$ cat src/rtl/flash_status_pkg.sv
package flash_status_pkg;

  typedef enum logic [2:0] {
    M_IDLE,
    M_PROG,
    M_ERASE,
    M_ESUSP,
    M_ESPROG,
    M_PABORT
  } mode_e;

  // busy toggle advances on reads
  function automatic logic busy_toggles(mode_e m);
    return (m == M_PROG) || (m == M_ERASE) || (m == M_ESPROG) || (m == M_PABORT);
  endfunction

  // algorithm consuming pulses
  function automatic logic alg_running(mode_e m);
    return (m == M_PROG) || (m == M_ERASE) || (m == M_ESPROG);
  endfunction

  function automatic logic erase_pending(mode_e m);
    return (m == M_ERASE) || (m == M_ESUSP) || (m == M_ESPROG);
  endfunction

endpackage

$ cat src/rtl/flash_mode_ctrl.sv
module flash_mode_ctrl
  import flash_status_pkg::*;
#(
  parameter int PCNT_W      = 12,
  parameter int PULSE_LIMIT = 1000,
  parameter int ABORT_CYC   = 200
) (
  input  logic              clk_i,
  input  logic              rst_ni,
  input  logic              cmd_prog_i,
  input  logic              cmd_erase_i,
  input  logic              cmd_suspend_i,
  input  logic              cmd_resume_i,
  input  logic              cmd_reset_i,
  input  logic              prog_protected_i,
  input  logic              op_done_i,
  input  logic [PCNT_W-1:0] pulse_cnt_i,
  output mode_e             mode_o,
  output logic              fail_o,
  output logic              mask_load_o,
  output logic              mask_clr_o
);

  localparam int                CNT_W   = $clog2(ABORT_CYC + 1);
  localparam logic [PCNT_W-1:0] LIMIT_V = PCNT_W'(PULSE_LIMIT);
  localparam logic [CNT_W-1:0]  ABORT_V = CNT_W'(ABORT_CYC - 1);

  mode_e            mode_q, mode_d;
  logic             fail_q, fail_d;
  logic [CNT_W-1:0] cnt_q, cnt_d;

  always_comb begin
    mode_d      = mode_q;
    fail_d      = fail_q;
    cnt_d       = cnt_q;
    mask_load_o = 1'b0;
    if (cmd_reset_i) begin
      mode_d = M_IDLE;
      fail_d = 1'b0;
      cnt_d  = '0;
    end else begin
      if (alg_running(mode_q) && (pulse_cnt_i >= LIMIT_V)) fail_d = 1'b1;
      case (mode_q)
        M_IDLE: begin
          if (cmd_erase_i) begin
            mode_d      = M_ERASE;
            mask_load_o = 1'b1;
          end else if (cmd_prog_i) begin
            if (prog_protected_i) begin
              mode_d = M_PABORT;
              cnt_d  = ABORT_V;
            end else begin
              mode_d = M_PROG;
            end
          end
        end
        M_PROG:   if (op_done_i && !fail_q) mode_d = M_IDLE;
        M_ERASE: begin
          if (!fail_q) begin
            if (op_done_i)          mode_d = M_IDLE;
            else if (cmd_suspend_i) mode_d = M_ESUSP;
          end
        end
        M_ESUSP: begin
          if (cmd_resume_i)                          mode_d = M_ERASE;
          else if (cmd_prog_i && !prog_protected_i)  mode_d = M_ESPROG;
        end
        M_ESPROG: if (op_done_i && !fail_q) mode_d = M_ESUSP;
        M_PABORT: begin
          if (cnt_q == '0) mode_d = M_IDLE;
          else             cnt_d  = cnt_q - 1'b1;
        end
        default: mode_d = M_IDLE;
      endcase
    end
  end

  assign mask_clr_o = !erase_pending(mode_d);

  always_ff @(posedge clk_i or negedge rst_ni) begin
    if (!rst_ni) begin
      mode_q <= M_IDLE;
      fail_q <= 1'b0;
      cnt_q  <= '0;
    end else begin
      mode_q <= mode_d;
      fail_q <= fail_d;
      cnt_q  <= cnt_d;
    end
  end

  assign mode_o = mode_q;
  assign fail_o = fail_q;

  p_abort_exit_r5: assert property (@(posedge clk_i) disable iff (!rst_ni)
    (mode_q == M_PABORT) |=> (mode_q == M_PABORT) || (mode_q == M_IDLE));

  p_fail_sticky_r6: assert property (@(posedge clk_i) disable iff (!rst_ni)
    (fail_q && !cmd_reset_i) |=> fail_q);

  p_reset_cmd_r7: assert property (@(posedge clk_i) disable iff (!rst_ni)
    cmd_reset_i |=> (mode_q == M_IDLE) && !fail_q);

endmodule

$ cat src/rtl/flash_erase_map.sv
module flash_erase_map #(
  parameter int NUM_SECT = 8,
  parameter int SECT_W   = $clog2(NUM_SECT)
) (
  input  logic                clk_i,
  input  logic                rst_ni,
  input  logic                load_i,
  input  logic                clr_i,
  input  logic [NUM_SECT-1:0] sel_i,
  input  logic [SECT_W-1:0]   rd_sector_i,
  output logic [NUM_SECT-1:0] mask_o,
  output logic                hit_o
);

  logic [NUM_SECT-1:0] mask_q;

  always_ff @(posedge clk_i or negedge rst_ni) begin
    if (!rst_ni)     mask_q <= '0;
    else if (load_i) mask_q <= sel_i;
    else if (clr_i)  mask_q <= '0;
  end

  assign mask_o = mask_q;
  assign hit_o  = mask_q[rd_sector_i];

endmodule

$ cat src/rtl/flash_toggle_gen.sv
module flash_toggle_gen
  import flash_status_pkg::*;
#(
  parameter int DATA_W = 8
) (
  input  logic              clk_i,
  input  logic              rst_ni,
  input  logic              oe_i,
  input  logic              ce_i,
  input  mode_e             mode_i,
  input  logic              sel_hit_i,
  input  logic              fail_i,
  input  logic [DATA_W-1:0] array_data_i,
  output logic [DATA_W-1:0] dq_o
);

  localparam int BIT_BUSY = 6;
  localparam int BIT_FAIL = 5;
  localparam int BIT_SECT = 2;

  logic rd_q, rd_edge;
  logic busy_tog_q, sect_tog_q;
  logic show_status;
  logic [DATA_W-1:0] status_w;

  assign rd_edge = oe_i && ce_i && !rd_q;

  always_ff @(posedge clk_i or negedge rst_ni) begin
    if (!rst_ni) begin
      rd_q       <= 1'b0;
      busy_tog_q <= 1'b0;
      sect_tog_q <= 1'b0;
    end else begin
      rd_q <= oe_i && ce_i;
      if (rd_edge && busy_toggles(mode_i)) busy_tog_q <= !busy_tog_q;
      if (rd_edge && sel_hit_i)            sect_tog_q <= !sect_tog_q;
    end
  end

  // suspended erase: only selected sectors report status
  assign show_status = (mode_i != M_IDLE) && !((mode_i == M_ESUSP) && !sel_hit_i);

  always_comb begin
    status_w           = '0;
    status_w[BIT_BUSY] = busy_tog_q;
    status_w[BIT_FAIL] = fail_i;
    status_w[BIT_SECT] = sect_tog_q;
  end

  assign dq_o = show_status ? status_w : array_data_i;

  p_busy_flip_r2: assert property (@(posedge clk_i) disable iff (!rst_ni)
    (rd_edge && busy_toggles(mode_i)) |=> (busy_tog_q != $past(busy_tog_q)));

  p_busy_hold_r3: assert property (@(posedge clk_i) disable iff (!rst_ni)
    (mode_i == M_ESUSP) |=> $stable(busy_tog_q));

  p_sect_hold_r4: assert property (@(posedge clk_i) disable iff (!rst_ni)
    !sel_hit_i |=> $stable(sect_tog_q));

endmodule

$ cat src/rtl/flash_op_status.sv
module flash_op_status
  import flash_status_pkg::*;
#(
  parameter int NUM_SECT    = 8,
  parameter int SECT_W      = $clog2(NUM_SECT),
  parameter int DATA_W      = 8,
  parameter int PCNT_W      = 12,
  parameter int PULSE_LIMIT = 1000,
  parameter int ABORT_CYC   = 200
) (
  input  logic                clk_i,
  input  logic                rst_ni,
  input  logic                cmd_prog_i,
  input  logic                cmd_erase_i,
  input  logic                cmd_suspend_i,
  input  logic                cmd_resume_i,
  input  logic                cmd_reset_i,
  input  logic [SECT_W-1:0]   prog_sector_i,
  input  logic [NUM_SECT-1:0] erase_sel_i,
  input  logic [NUM_SECT-1:0] protect_mask_i,
  input  logic                op_done_i,
  input  logic [PCNT_W-1:0]   pulse_cnt_i,
  input  logic                oe_i,
  input  logic                ce_i,
  input  logic [SECT_W-1:0]   rd_sector_i,
  input  logic [DATA_W-1:0]   array_data_i,
  output logic [DATA_W-1:0]   dq_o
);

  mode_e               mode;
  logic                fail, mask_load, mask_clr, sel_hit, prog_protected;
  logic [NUM_SECT-1:0] mask;

  assign prog_protected = protect_mask_i[prog_sector_i];

  flash_mode_ctrl #(
    .PCNT_W     (PCNT_W),
    .PULSE_LIMIT(PULSE_LIMIT),
    .ABORT_CYC  (ABORT_CYC)
  ) u_ctrl (
    .clk_i           (clk_i),
    .rst_ni          (rst_ni),
    .cmd_prog_i      (cmd_prog_i),
    .cmd_erase_i     (cmd_erase_i),
    .cmd_suspend_i   (cmd_suspend_i),
    .cmd_resume_i    (cmd_resume_i),
    .cmd_reset_i     (cmd_reset_i),
    .prog_protected_i(prog_protected),
    .op_done_i       (op_done_i),
    .pulse_cnt_i     (pulse_cnt_i),
    .mode_o          (mode),
    .fail_o          (fail),
    .mask_load_o     (mask_load),
    .mask_clr_o      (mask_clr)
  );

  flash_erase_map #(
    .NUM_SECT(NUM_SECT),
    .SECT_W  (SECT_W)
  ) u_map (
    .clk_i      (clk_i),
    .rst_ni     (rst_ni),
    .load_i     (mask_load),
    .clr_i      (mask_clr),
    .sel_i      (erase_sel_i),
    .rd_sector_i(rd_sector_i),
    .mask_o     (mask),
    .hit_o      (sel_hit)
  );

  flash_toggle_gen #(
    .DATA_W(DATA_W)
  ) u_tog (
    .clk_i       (clk_i),
    .rst_ni      (rst_ni),
    .oe_i        (oe_i),
    .ce_i        (ce_i),
    .mode_i      (mode),
    .sel_hit_i   (sel_hit),
    .fail_i      (fail),
    .array_data_i(array_data_i),
    .dq_o        (dq_o)
  );

  p_mask_empty_r4: assert property (@(posedge clk_i) disable iff (!rst_ni)
    !erase_pending(mode) |-> (mask == '0));

  p_idle_array_r1: assert property (@(posedge clk_i) disable iff (!rst_ni)
    (mode == M_IDLE) |-> (dq_o == array_data_i));

endmodule

$ cat config.mk
export PLATFORM = sky130hd
export DESIGN_NAME = flash_op_status
export DESIGN_NICKNAME = d
export VERILOG_FILES = /design/src/rtl/flash_status_pkg.sv /design/src/rtl/flash_mode_ctrl.sv /design/src/rtl/flash_erase_map.sv /design/src/rtl/flash_toggle_gen.sv /design/src/rtl/flash_op_status.sv
export SDC_FILE = /design/constraint.sdc
export NUM_CORES = 1
export LEC_CHECK = 0
export ABC_AREA = 0
export BUFFER_PORTS_ARGS = -buffer_cell sky130_fd_sc_hd__buf_2
export CAP_MARGIN = 20
export CORE_UTILIZATION = 40
export CTS_CLUSTER_DIAMETER = 200
export DETAILED_ROUTE_END_ITERATION = 16
export PLACE_DENSITY_LB_ADDON = 0.12
export SLEW_MARGIN = 20
export SYNTH_ARGS = -nofsm -noshare
export SYNTH_HDL_FRONTEND = slang
export SYNTH_SLANG_ARGS = --single-unit
export TNS_END_PERCENT = 30
$ cat constraint.sdc
create_clock -name clk_i -period 2.28 [get_ports clk_i]
set_input_delay 0.228 -clock clk_i [delete_from_list [all_inputs] [get_ports clk_i]]
set_output_delay 0.228 -clock clk_i [all_outputs]
set_load 0.005 [all_outputs]
==> reports/metrics.csv, run 1 <==
stage;metric;value;unit
global_routing;Total GRT Usage;18.9;%
sta;Final Hold Slack;0.227;ns
sta;Hold Violations, Final;0;
outcome;outcome;complete, but fails checks;
synth;Synth Instances;156;
synth;most common cell in the synthesized netlist;dfrtp_1;
sta;Final TNS setup;-0.114;ns
cells_and_area;fin area;2060;sq um
floorplan;Chip Height;63.2;microns
cells_and_area;layout cells sized above 1;40.2;%
power;Pleak;1.04;nW
sta;Slew headroom;60.1;%
worst_setup_path;startpoint types;flip-flop;
synth;Mapped Area;1500;sq um
clock_network;root buf cell;clkbuf_8;
placement;post-DP HPWL;2560;microns
global_routing;global-route wire length before repair;6090;microns
worst_setup_path;critical path class;reg2out;
placement;DP Cell Count;256;
sta;fmax;431;MHz
global_routing;largest net degree at the start of global routing;24;
synth;Yosys reg bits;23;
hold_path;HP Start;erase_sel_i[2];
synth;Mapped Nets;209;
power;maximum vdd drop;265;uV
floorplan;Die Area;3990;sq um
outcome;failing checks;negative setup slack;
drt;DRC;0;
cells_and_area;Post-Route Utilization;59.4;%
sta;Finish-stage setup viols;3;
cells_and_area;fillcell total;287;
clock_network;Num CTS Buffers;3;
worst_setup_path;critical path peak fanout;2;
worst_setup_path;Crit. Startpoint;u_map.mask_o[3]$_DFFE_PN0P_;
synth;Distinct cells, synth;46;
drt;Via density;5.47;
worst_setup_path;Worst EP arrival;2.09;ns
floorplan;Die W;63.2;microns
synth;post-synthesis sequential area ratio;38.4;%
floorplan;row cnt;21;
drt;via count;1504;
worst_setup_path;Req. time, crit path;2.05;ns
placement;placed cell area;1840;sq um
synth;ys flop type;dfrtp_1;
global_routing;vias in the first global route;1442;
global_routing;initial antenna violation count;0;
job;max-cap violation count;0;
sta;final period utilization;102;%
hold_path;Hold WC Path Type;in2reg;
drt;drt first pass iters;4;
synth;YS warnings;0;
synth;Post-synth EDFFs;0;
sta;RSZ-0062 raised after global routing;true;
clock_network;clk slew on worst S/H paths;0.08;ns
clock_network;CTS tree;yes;
floorplan;CORE AREA;3470;sq um
cells_and_area;Non-Filler Instances;275;
sta;Slew @ Worst Pin;0.595;ns
drt;Post-DRT Antenna Nets;0;
placement;RD Place Congestion;0.784;
cells_and_area;Nets;283;
synth;Yosys top cell area share;38.4;%
global_routing;GRT overflow;0;
floorplan;io pins;60;
sta;Slew Limit Fails;0;
synth;post-synth top area cell;dfrtp_1;
synth;Async S/R FF share, synth;100;%
clock_network;Bufs on Longest Clock Path;2;
worst_setup_path;worst flop-to-flop path startpoint;u_map.mask_o[3]$_DFFE_PN0P_;
sta;final worst slack;-0.0405;ns
synth;Post-synth top cells;dfrtp_1 (23), a21oi_1 (19), nor2_1 (15), mux2i_1 (11), inv_1 (7);
drt;final WL;3570;microns
drt;WL/cell;13.0;microns
floorplan;starting density of the core;43.2;%
synth;top cells by area, synth;dfrtp_1 (38%), mux2i_1 (7.4%), a21oi_1 (6.3%);
synth;post-synthesis area per instance;9.60;sq um
drt;1st-iter DRT viols;112;
sta;Final Skew;0.00445;ns
worst_setup_path;Critical Path Sink Type;primary output;
clock_network;H-tree depth;1;
cells_and_area;Layout area overhead;37.6;%
clock_network;clock sink count;23;
power;Cell Pwr Density;579;nW/um^2
placement;IO Port Bufs;56;
sta;Min Clock Period, post-route;2.32;ns
cells_and_area;antenna cells;0;
clock_network;worst skew pair latency;0.27;ns
## worst paths after layout
check | end | depth (start not counted) | slack [ns]
min reg2reg | u_tog.busy_tog_q$_DFFE_PN0P_ | 1 | 0.47
max reg2reg | u_tog.sect_tog_q$_DFFE_PN0P_ | 13 | 0.05
min | u_map.mask_o[2]$_DFFE_PN0P_ | 3 | 0.23
max in group asynchronous | u_ctrl.cnt_q[0]$_DFFE_PN0P_ | 2 | 1.45
max | dq_o[2] | 7 | -0.04
min in group asynchronous | u_tog.rd_q$_DFF_PN0_ | 2 | 0.47
## power breakdown
| group | internal (mW) | total (mW) | switching (mW) |
|---|---|---|---|
| Sequential | 0.452 | 0.498 | 0.0460 |
| Combinational | 0.245 | 0.438 | 0.193 |
| Clock | 0.125 | 0.258 | 0.133 |
## layout by cell type, fill, tap and decap left out, types with 2 or more instances in the layout
cell,count
nand3_1,2
o21ai_0,5
nor3_1,3
and2_1,5
mux2_4,3
or4_1,2
nand4_1,2
nand2b_1,4
a311oi_1,4
nand2_1,4
nor4bb_1,2
clkbuf_8,3
dfrtp_1,23
a31oi_1,2
buf_2,53
mux4_2,2
nor2b_1,2
buf_4,17
nor2_1,15
or3_1,2
a21oi_1,18
inv_1,7
xnor2_1,5
xor2_1,2
mux2i_1,10
buf_6,4
## critical path, cell delays in order (launching register included)
cell and delay, ns:
dfrtp_1 0.38, mux4_2 0.50, mux2i_4 0.18, a21oi_2 0.08, nor2_2 0.13, buf_4 0.14, mux2_4 0.29, buf_6 0.11
## cells by family (layout without fill, tap and decap cells)
| family | count (synthesis) | count (layout) | share of synthesized area (%) |
|---|---|---|---|
| XOR/XNOR | 7 | 7 | 4.09 |
| buffers and inverters | 13 | 86 | 3.51 |
| AO/OA/AOI/OAI | 42 | 42 | 19.0 |
| AND/OR/NAND/NOR | 52 | 52 | 20.0 |
| multiplexers | 18 | 18 | 14.1 |
| adder cells (fa/ha/maj) | 1 | 1 | 0.835 |
| flip-flops | 23 | 23 | 38.4 |
## metal layers
layer,part of all wire (%),vias to the layer above,global-route usage [%]
met5,0,-,0
met4,1.1,0,7.10
met2,48,70,32.9
li1,-,721,-
met3,7.6,4,3.26
met1,43,709,23.3
## registers in the layout, indices dropped and copies added, names as in the netlist
register / flops
u_ctrl.mode_o: 3
u_ctrl.cnt_q: 8
u_tog.sect_tog_q: 1
u_tog.busy_tog_q: 1
u_tog.rd_q: 1
u_map.mask_o: 8
u_ctrl.fail_o: 1
## what timing repair did
action,4_1_cts,5_1_grt
pin swaps,2,4
gates resized for setup,7,5
setup endpoints to repair,3,8
buffers inserted,13,1
hold buffers,1,0
endpoints found under the hold margin,23,0
## cell type report
| type | instances | area, sq um | share of cell area (%) |
|---|---|---|---|
| Timing Repair Buffer | 75 | 448 | 21.7 |
| Inverter | 7 | 26.3 | 1.28 |
| Tap cell | 46 | 57.6 | 2.79 |
| Sequential cell | 23 | 576 | 27.9 |
| Multi-Input combinational cell | 120 | 908 | 44.1 |
| Clock buffer | 4 | 45.0 | 2.19 |
## stage by stage
stage	power (mW)	setup slack, ns
2_1_floorplan	0.717	0.434
6_report	1.19	-0.0405
5_1_grt	1.27	-0.131
3_5_place_dp	0.848	0.131
4_1_cts	1.18	-0.0473
3_3_place_gp	0.840	0.154
No activity file was read; power rests on OpenSTA's default activity.
==> run 2: changes to the inputs <==
- CELL_PAD_IN_SITES_DETAIL_PLACEMENT: not set -> 1
- CELL_PAD_IN_SITES_GLOBAL_PLACEMENT: not set -> 2
- CORE_UTILIZATION: 40 -> 28
- GPL_ROUTABILITY_DRIVEN: not set -> 0
- MAX_ROUTING_LAYER: not set -> met4
==> reports/metrics.csv, run 2 (synthesis results as in run 1) <==
stage;metric;value;unit;change
worst_setup_path;critical path peak fanout;4;;was 2
worst_setup_path;Critical Path Sink Type;primary output;;unchanged
global_routing;initial antenna violation count;0;;unchanged
floorplan;Die W;75.1;microns;was 63.2 microns
cells_and_area;most frequent cells in the layout;buf_2 (53), dfrtp_1 (23), a21oi_1 (18);;unchanged
power;Net Switching;0.374;mW;was 0.372 mW
power;Reg power frac;42.8;%;was 41.7%
drt;Via density;4.94;;was 5.47
clock_network;H-tree depth;1;;unchanged
floorplan;row cnt;26;;was 21
sta;Slew Limit Fails;0;;unchanged
worst_setup_path;startpoint types;flip-flop;;unchanged
worst_setup_path;R2R Setup Slk;0.21;ns;was 0.05 ns
cells_and_area;Layout area overhead;33.3;%;was 37.6%
power;internal power;0.795;mW;was 0.821 mW
sta;fmax;440;MHz;was 431 MHz
cells_and_area;Nets;273;;was 283
global_routing;Total GRT Usage;16.6;%;was 18.9%
sta;Min Clock Period, post-route;2.27;ns;was 2.32 ns
floorplan;CORE AREA;5140;sq um;was 3470 sq um
floorplan;starting density of the core;29.1;%;was 43.2%
drt;DRC;0;;unchanged
placement;post-DP HPWL;3360;microns;was 2560 microns
cells_and_area;Post-Route Utilization;38.9;%;was 59.4%
sta;Slew headroom;58.7;%;was 60.1%
drt;drt first pass iters;4;;unchanged
power;Pleak;0.993;nW;was 1.04 nW
cells_and_area;layout cells sized above 1;37.0;%;was 40.2%
floorplan;Die Area;5650;sq um;was 3990 sq um
global_routing;global-route wire length before repair;6780;microns;was 6090 microns
cells_and_area;Non-Filler Instances;289;;was 275
sta;final period utilization;99.6;%;was 102%
clock_network;CTS tree;yes;;unchanged
clock_network;root buf cell;clkbuf_8;;unchanged
floorplan;io pins;60;;unchanged
clock_network;Num CTS Buffers;3;;unchanged
power;maximum vdd drop;243;uV;was 265 uV
power;Clock power frac;22.3;%;was 21.6%
cells_and_area;multi-input logic area;893;sq um;was 908 sq um
sta;Final Hold Slack;0.205;ns;was 0.227 ns
sta;Hold Violations, Final;0;;unchanged
drt;Post-DRT Antenna Nets;0;;unchanged
clock_network;Bufs on Longest Clock Path;2;;unchanged
global_routing;GRT overflow;0;;unchanged
drt;1st-iter DRT viols;41;;was 112
worst_setup_path;Req. time, crit path;2.05;ns;about the same
floorplan;Chip Height;75.1;microns;was 63.2 microns
cells_and_area;register area;576;sq um;unchanged
clock_network;clk slew on worst S/H paths;0.08;ns;about the same
drt;via count;1427;;was 1504
power;part of the power in combinational logic;34.9;%;was 36.7%
worst_setup_path;Worst EP arrival;2.04;ns;was 2.09 ns
power;Cell Pwr Density;585;nW/um^2;was 579 nW/um^2
global_routing;largest net degree at the start of global routing;24;;unchanged
global_routing;vias in the first global route;1479;;was 1442
sta;Finish-stage setup viols;0;;was 3
drt;final WL;4260;microns;was 3570 microns
sta;Final Skew;0.00527;ns;was 0.00445 ns
clock_network;clock sink count;23;;unchanged
worst_setup_path;Worst setup endpoint;dq_o[6];;was dq_o[2]
worst_setup_path;worst reg2reg path depth;5;;was 13
hold_path;Hold WC Path Type;in2reg;;unchanged
placement;pre-CTS setup slack;0.107;ns;was 0.131 ns
cells_and_area;fillcell total;631;;was 287
worst_setup_path;critical path class;reg2out;;unchanged
placement;DP Cell Count;280;;was 256
worst_setup_path;FF-to-FF End;u_ctrl.mode_o[2]$_DFF_PN0_;;was u_tog.sect_tog_q$_DFFE_PN0P_
power;Sw Share;32.0;%;was 31.2%
outcome;outcome;finished, final reports clean;;was complete, but fails checks
sta;final worst slack;0.00880;ns;was -0.0405 ns
worst_setup_path;worst flop-to-flop path startpoint;u_ctrl.cnt_q[3]$_DFFE_PN0P_;;was u_map.mask_o[3]$_DFFE_PN0P_
drt;WL/cell;14.7;microns;was 13.0 microns
sta;Slew @ Worst Pin;0.615;ns;was 0.595 ns
cells_and_area;antenna cells;0;;unchanged
worst_setup_path;Crit. Startpoint;u_map.mask_o[2]$_DFFE_PN0P_;;was u_map.mask_o[3]$_DFFE_PN0P_
clock_network;worst skew pair latency;0.26;ns;was 0.27 ns
sta;RSZ-0062 raised after global routing;true;;unchanged
placement;IO Port Bufs;56;;unchanged
cells_and_area;most common cell after layout, fill and taps aside;buf_2;;unchanged
job;max-cap violation count;0;;unchanged
[run 2: cell types whose count changed in the layout (fill, tap and decap cells not counted)]
cell	previous run	this run
buf_6	4	3
mux2i_4	1	0
nor3_1	3	4
mux2i_2	0	1
nor3_4	1	0
buf_4	17	8
nor2_4	0	1
nor2_2	1	0
[run 2: through the flow]
step           TNS (ns)  total power, mW  instance area (sq um)
6_report              0             1.17                   2000
5_1_grt          -0.453             1.26                   2000
4_1_cts          -0.153             1.18                   1980
3_5_place_dp          0            0.867                   1870
3_3_place_gp          0            0.849                   1870
2_1_floorplan         0            0.717                   1500
[run 2: routing by layer]
metal  routed length [microns]  part of all wire, %  GRT usage (%)
met5                         0                    0              -
met4                        17                 0.40           3.70
met3                       169                  4.0           2.28
met2                      2250                   53           29.6
met1                      1830                   43           19.8
[run 2: cell type report]
type                       instances  area share (%)
sequential                        23            28.8
timing repair buffer              65            18.5
tap                               70            4.39
multi-input combinational        120            44.7
clock buffer                       4            2.26
inverter                           7            1.32
[run 2: worst min path at each step]
stage | start | end | slack, ns | cells past startpoint
6_report | oe_i | u_tog.rd_q$_DFF_PN0_ | 0.20 | 3
3_5_place_dp | rst_ni | u_tog.busy_tog_q$_DFFE_PN0P_ | 0.25 | 1
4_1_cts | oe_i | u_tog.rd_q$_DFF_PN0_ | 0.20 | 3
2_1_floorplan | rst_ni | u_ctrl.cnt_q[0]$_DFFE_PN0P_ | -0.07 | 0
3_3_place_gp | rst_ni | u_tog.busy_tog_q$_DFFE_PN0P_ | 0.24 | 1
5_1_grt | ce_i | u_tog.rd_q$_DFF_PN0_ | 0.22 | 3
[run 2: critical path, stage by stage (launching register included)]
cell     delay, ns
dfrtp_1       0.39
mux4_2        0.48
mux2i_2       0.21
a21oi_2       0.10
nor2_4        0.16
mux2_4        0.32
buf_6         0.12
[run 2: timing repair]
action	in CTS	in global routing
pin swaps	2	2
buffers inserted	2	2
hold buffers	1	0
endpoints found under the hold margin	23	0
endpoints found under the setup margin	3	8
resized for setup	8	1
[run 2: power by group through the flow]
| stage | registers [mW] | clock network, mW | logic (mW) |
|---|---|---|---|
| 2_1_floorplan | 0.485 | 0 | 0.232 |
| 3_3_place_gp | 0.506 | 0 | 0.343 |
| 3_5_place_dp | 0.510 | 0 | 0.358 |
| 4_1_cts | 0.502 | 0.273 | 0.407 |
| 5_1_grt | 0.509 | 0.291 | 0.458 |
| 6_report | 0.501 | 0.260 | 0.408 |
==> run 3: changes to the inputs <==
- PLACE_DENSITY_LB_ADDON: 0.12 -> 0.05
==> reports/metrics.csv, run 3 (synthesis results as in run 1) <==
stage;metric;value;unit;change
worst_setup_path;CP peak stage delay;0.50;ns;was 0.48 ns
hold_path;HP Start;ce_i;;was oe_i
placement;post-DP HPWL;3280;microns;was 3360 microns
worst_setup_path;Critical Path Sink Type;primary output;;unchanged
floorplan;Chip Height;75.1;microns;unchanged
cells_and_area;layout cells sized above 1;40.6;%;was 37.0%
clock_network;clock sink count;23;;unchanged
global_routing;vias in the first global route;1566;;was 1479
hold_path;depth of the worst hold-timing path;3;;unchanged
sta;Slew @ Worst Pin;0.664;ns;was 0.615 ns
floorplan;starting density of the core;29.1;%;unchanged
placement;IO Port Bufs;56;;unchanged
floorplan;CORE AREA;5140;sq um;unchanged
sta;Final TNS setup;-0.0261;ns;was 0 ns
power;Pleak;1.04;nW;was 0.993 nW
drt;1st-iter DRT viols;82;;was 41
sta;final period utilization;100;%;was 99.6%
sta;Slew Limit Fails;0;;unchanged
worst_setup_path;critical path peak fanout;4;;unchanged
global_routing;Total GRT Usage;16.8;%;was 16.6%
power;Design Power;1.21;mW;was 1.17 mW
worst_setup_path;Worst EP arrival;2.06;ns;was 2.04 ns
power;Cell Pwr Density;579;nW/um^2;was 585 nW/um^2
clock_network;Bufs on Longest Clock Path;2;;unchanged
worst_setup_path;Req. time, crit path;2.05;ns;about the same
floorplan;Die Area;5650;sq um;unchanged
worst_setup_path;CP Buf/Inv Count;1;;unchanged
sta;Final Skew;0.0111;ns;was 0.00527 ns
floorplan;Die W;75.1;microns;unchanged
worst_setup_path;R2R Setup Slk;0.04;ns;was 0.21 ns
outcome;outcome;complete, but fails checks;;was finished, final reports clean
clock_network;H-tree depth;1;;unchanged
clock_network;worst skew pair latency;0.27;ns;was 0.26 ns
drt;Post-DRT Antenna Nets;0;;unchanged
hold_path;Hold WC Path Type;in2reg;;unchanged
sta;Hold Violations, Final;0;;unchanged
job;max-cap violation count;0;;unchanged
worst_setup_path;startpoint types;flip-flop;;unchanged
outcome;failing checks;negative setup slack;;
sta;Slew headroom;55.5;%;was 58.7%
floorplan;row cnt;26;;unchanged
worst_setup_path;cells along the critical path;mux4_2 > mux2i_4 > a21oi_2 > nor2_4 > mux2_4 > buf_6;;was mux4_2 > mux2i_2 > a21oi_2 > nor2_4 > mux2_4 > buf_6
drt;Via density;4.97;;was 4.94
worst_setup_path;FF-to-FF End;u_tog.sect_tog_q$_DFFE_PN0P_;;was u_ctrl.mode_o[2]$_DFF_PN0_
global_routing;global-route wire length before repair;6960;microns;was 6780 microns
clock_network;root buf cell;clkbuf_8;;unchanged
cells_and_area;antenna cells;0;;unchanged
sta;final worst slack;-0.0107;ns;was 0.00880 ns
clock_network;clk slew on worst S/H paths;0.10;ns;was 0.08 ns
sta;Min Clock Period, post-route;2.29;ns;was 2.27 ns
worst_setup_path;Worst path top cell family by delay;multiplexers;;unchanged
drt;via count;1485;;was 1427
clock_network;Num CTS Buffers;3;;unchanged
cells_and_area;Nets;283;;was 273
global_routing;GRT overflow;0;;unchanged
hold_path;end point of the worst hold path;u_tog.rd_q$_DFF_PN0_;;unchanged
drt;WL/cell;14.9;microns;was 14.7 microns
worst_setup_path;worst flop-to-flop path startpoint;u_map.mask_o[3]$_DFFE_PN0P_;;was u_ctrl.cnt_q[3]$_DFFE_PN0P_
drt;DRC;0;;unchanged
global_routing;initial antenna violation count;0;;unchanged
sta;RSZ-0062 raised after global routing;true;;unchanged
worst_setup_path;critical path class;reg2out;;unchanged
cells_and_area;most common cell after layout, fill and taps aside;buf_2;;unchanged
floorplan;io pins;60;;unchanged
worst_setup_path;Slowest cell on crit path;mux4_2;;unchanged
worst_setup_path;worst reg2reg path depth;13;;was 5
clock_network;CTS tree;yes;;unchanged
sta;fmax;437;MHz;was 440 MHz
cells_and_area;Layout area overhead;39.3;%;was 33.3%
cells_and_area;most frequent cells in the layout;buf_2 (53), dfrtp_1 (23), a21oi_1 (18), buf_4 (18), nor2_1 (15);;was buf_2 (53), dfrtp_1 (23), a21oi_1 (18)
power;maximum vdd drop;234;uV;was 243 uV
global_routing;largest net degree at the start of global routing;24;;unchanged
drt;drt first pass iters;4;;unchanged
drt;final WL;4460;microns;was 4260 microns
sta;Finish-stage setup viols;3;;was 0
run 3: cell count changes in the layout (fill, tap and decap cells not counted):
cell	previous run	this run
mux2i_2	1	0
clkbuf_1	1	0
buf_4	8	18
nor3_2	1	2
clkinv_2	0	1
mux2i_4	0	1
nor3_1	4	3
run 3: final cells by class:
class	count	area [sq um]
Clock inverter	1	5.00
Multi-Input combinational cell	120	907
Sequential cell	23	576
Fill cell	632	3050
Inverter	7	26.3
Timing Repair Buffer	75	444
Clock buffer	3	41.3
Tap cell	70	87.6
run 3: metrics by stage:
stage               setup slack (ns)  hold slack, ns  instances  cell area, sq um  util (%)
detailed placement            0.0904           0.251        280              1870      36.4
CTS                          -0.0673           0.206        297              2060      40.0
finish                       -0.0107           0.212        299              2090      40.6
floorplan                      0.434         -0.0676        156              1500         -
global placement               0.116           0.237        280              1870      36.4
global route                 -0.0923           0.243        299              2090      40.6
run 3: worst max-delay path by stage:
stage          depth (start not counted)  endpoint                   startpoint  slack (ns)
2_1_floorplan                          5   dq_o[2]  u_map.mask_o[7]$_DFFE_PN0P_        0.43
3_3_place_gp                           7   dq_o[6]               rd_sector_i[0]        0.12
3_5_place_dp                           7   dq_o[5]               rd_sector_i[0]        0.09
4_1_cts                                6   dq_o[5]  u_map.mask_o[3]$_DFFE_PN0P_       -0.07
5_1_grt                                6   dq_o[6]  u_map.mask_o[0]$_DFFE_PN0P_       -0.09
6_report                               6   dq_o[6]  u_map.mask_o[3]$_DFFE_PN0P_       -0.01
run 3: repair_timing:
item	4_1_cts	5_1_grt
endpoints found under the hold margin	23	0
setup buffers	12	2
cloned	0	0
pin swaps	2	3
endpoints found under the setup margin	4	9
hold buffers	1	0
resized for setup	9	2
run 3: power breakdown:
group	switching [mW]	total [mW]	internal [mW]
combinational	0.200	0.435	0.235
sequential	0.0504	0.502	0.452
clock	0.148	0.271	0.122
run 3: routing by layer:
metal / global-route usage (%) / share of wire [%]
met1: 20.8 / 45
met2: 28.7 / 51
met3: 2.14 / 3.6
met4: 4.94 / 0.63
met5: - / 0
run 3: worst min-delay path, delay by kind of cell:
kind	cells	cell delay [ns]
buf+inv	2	0.14
simple gates	1	0.09
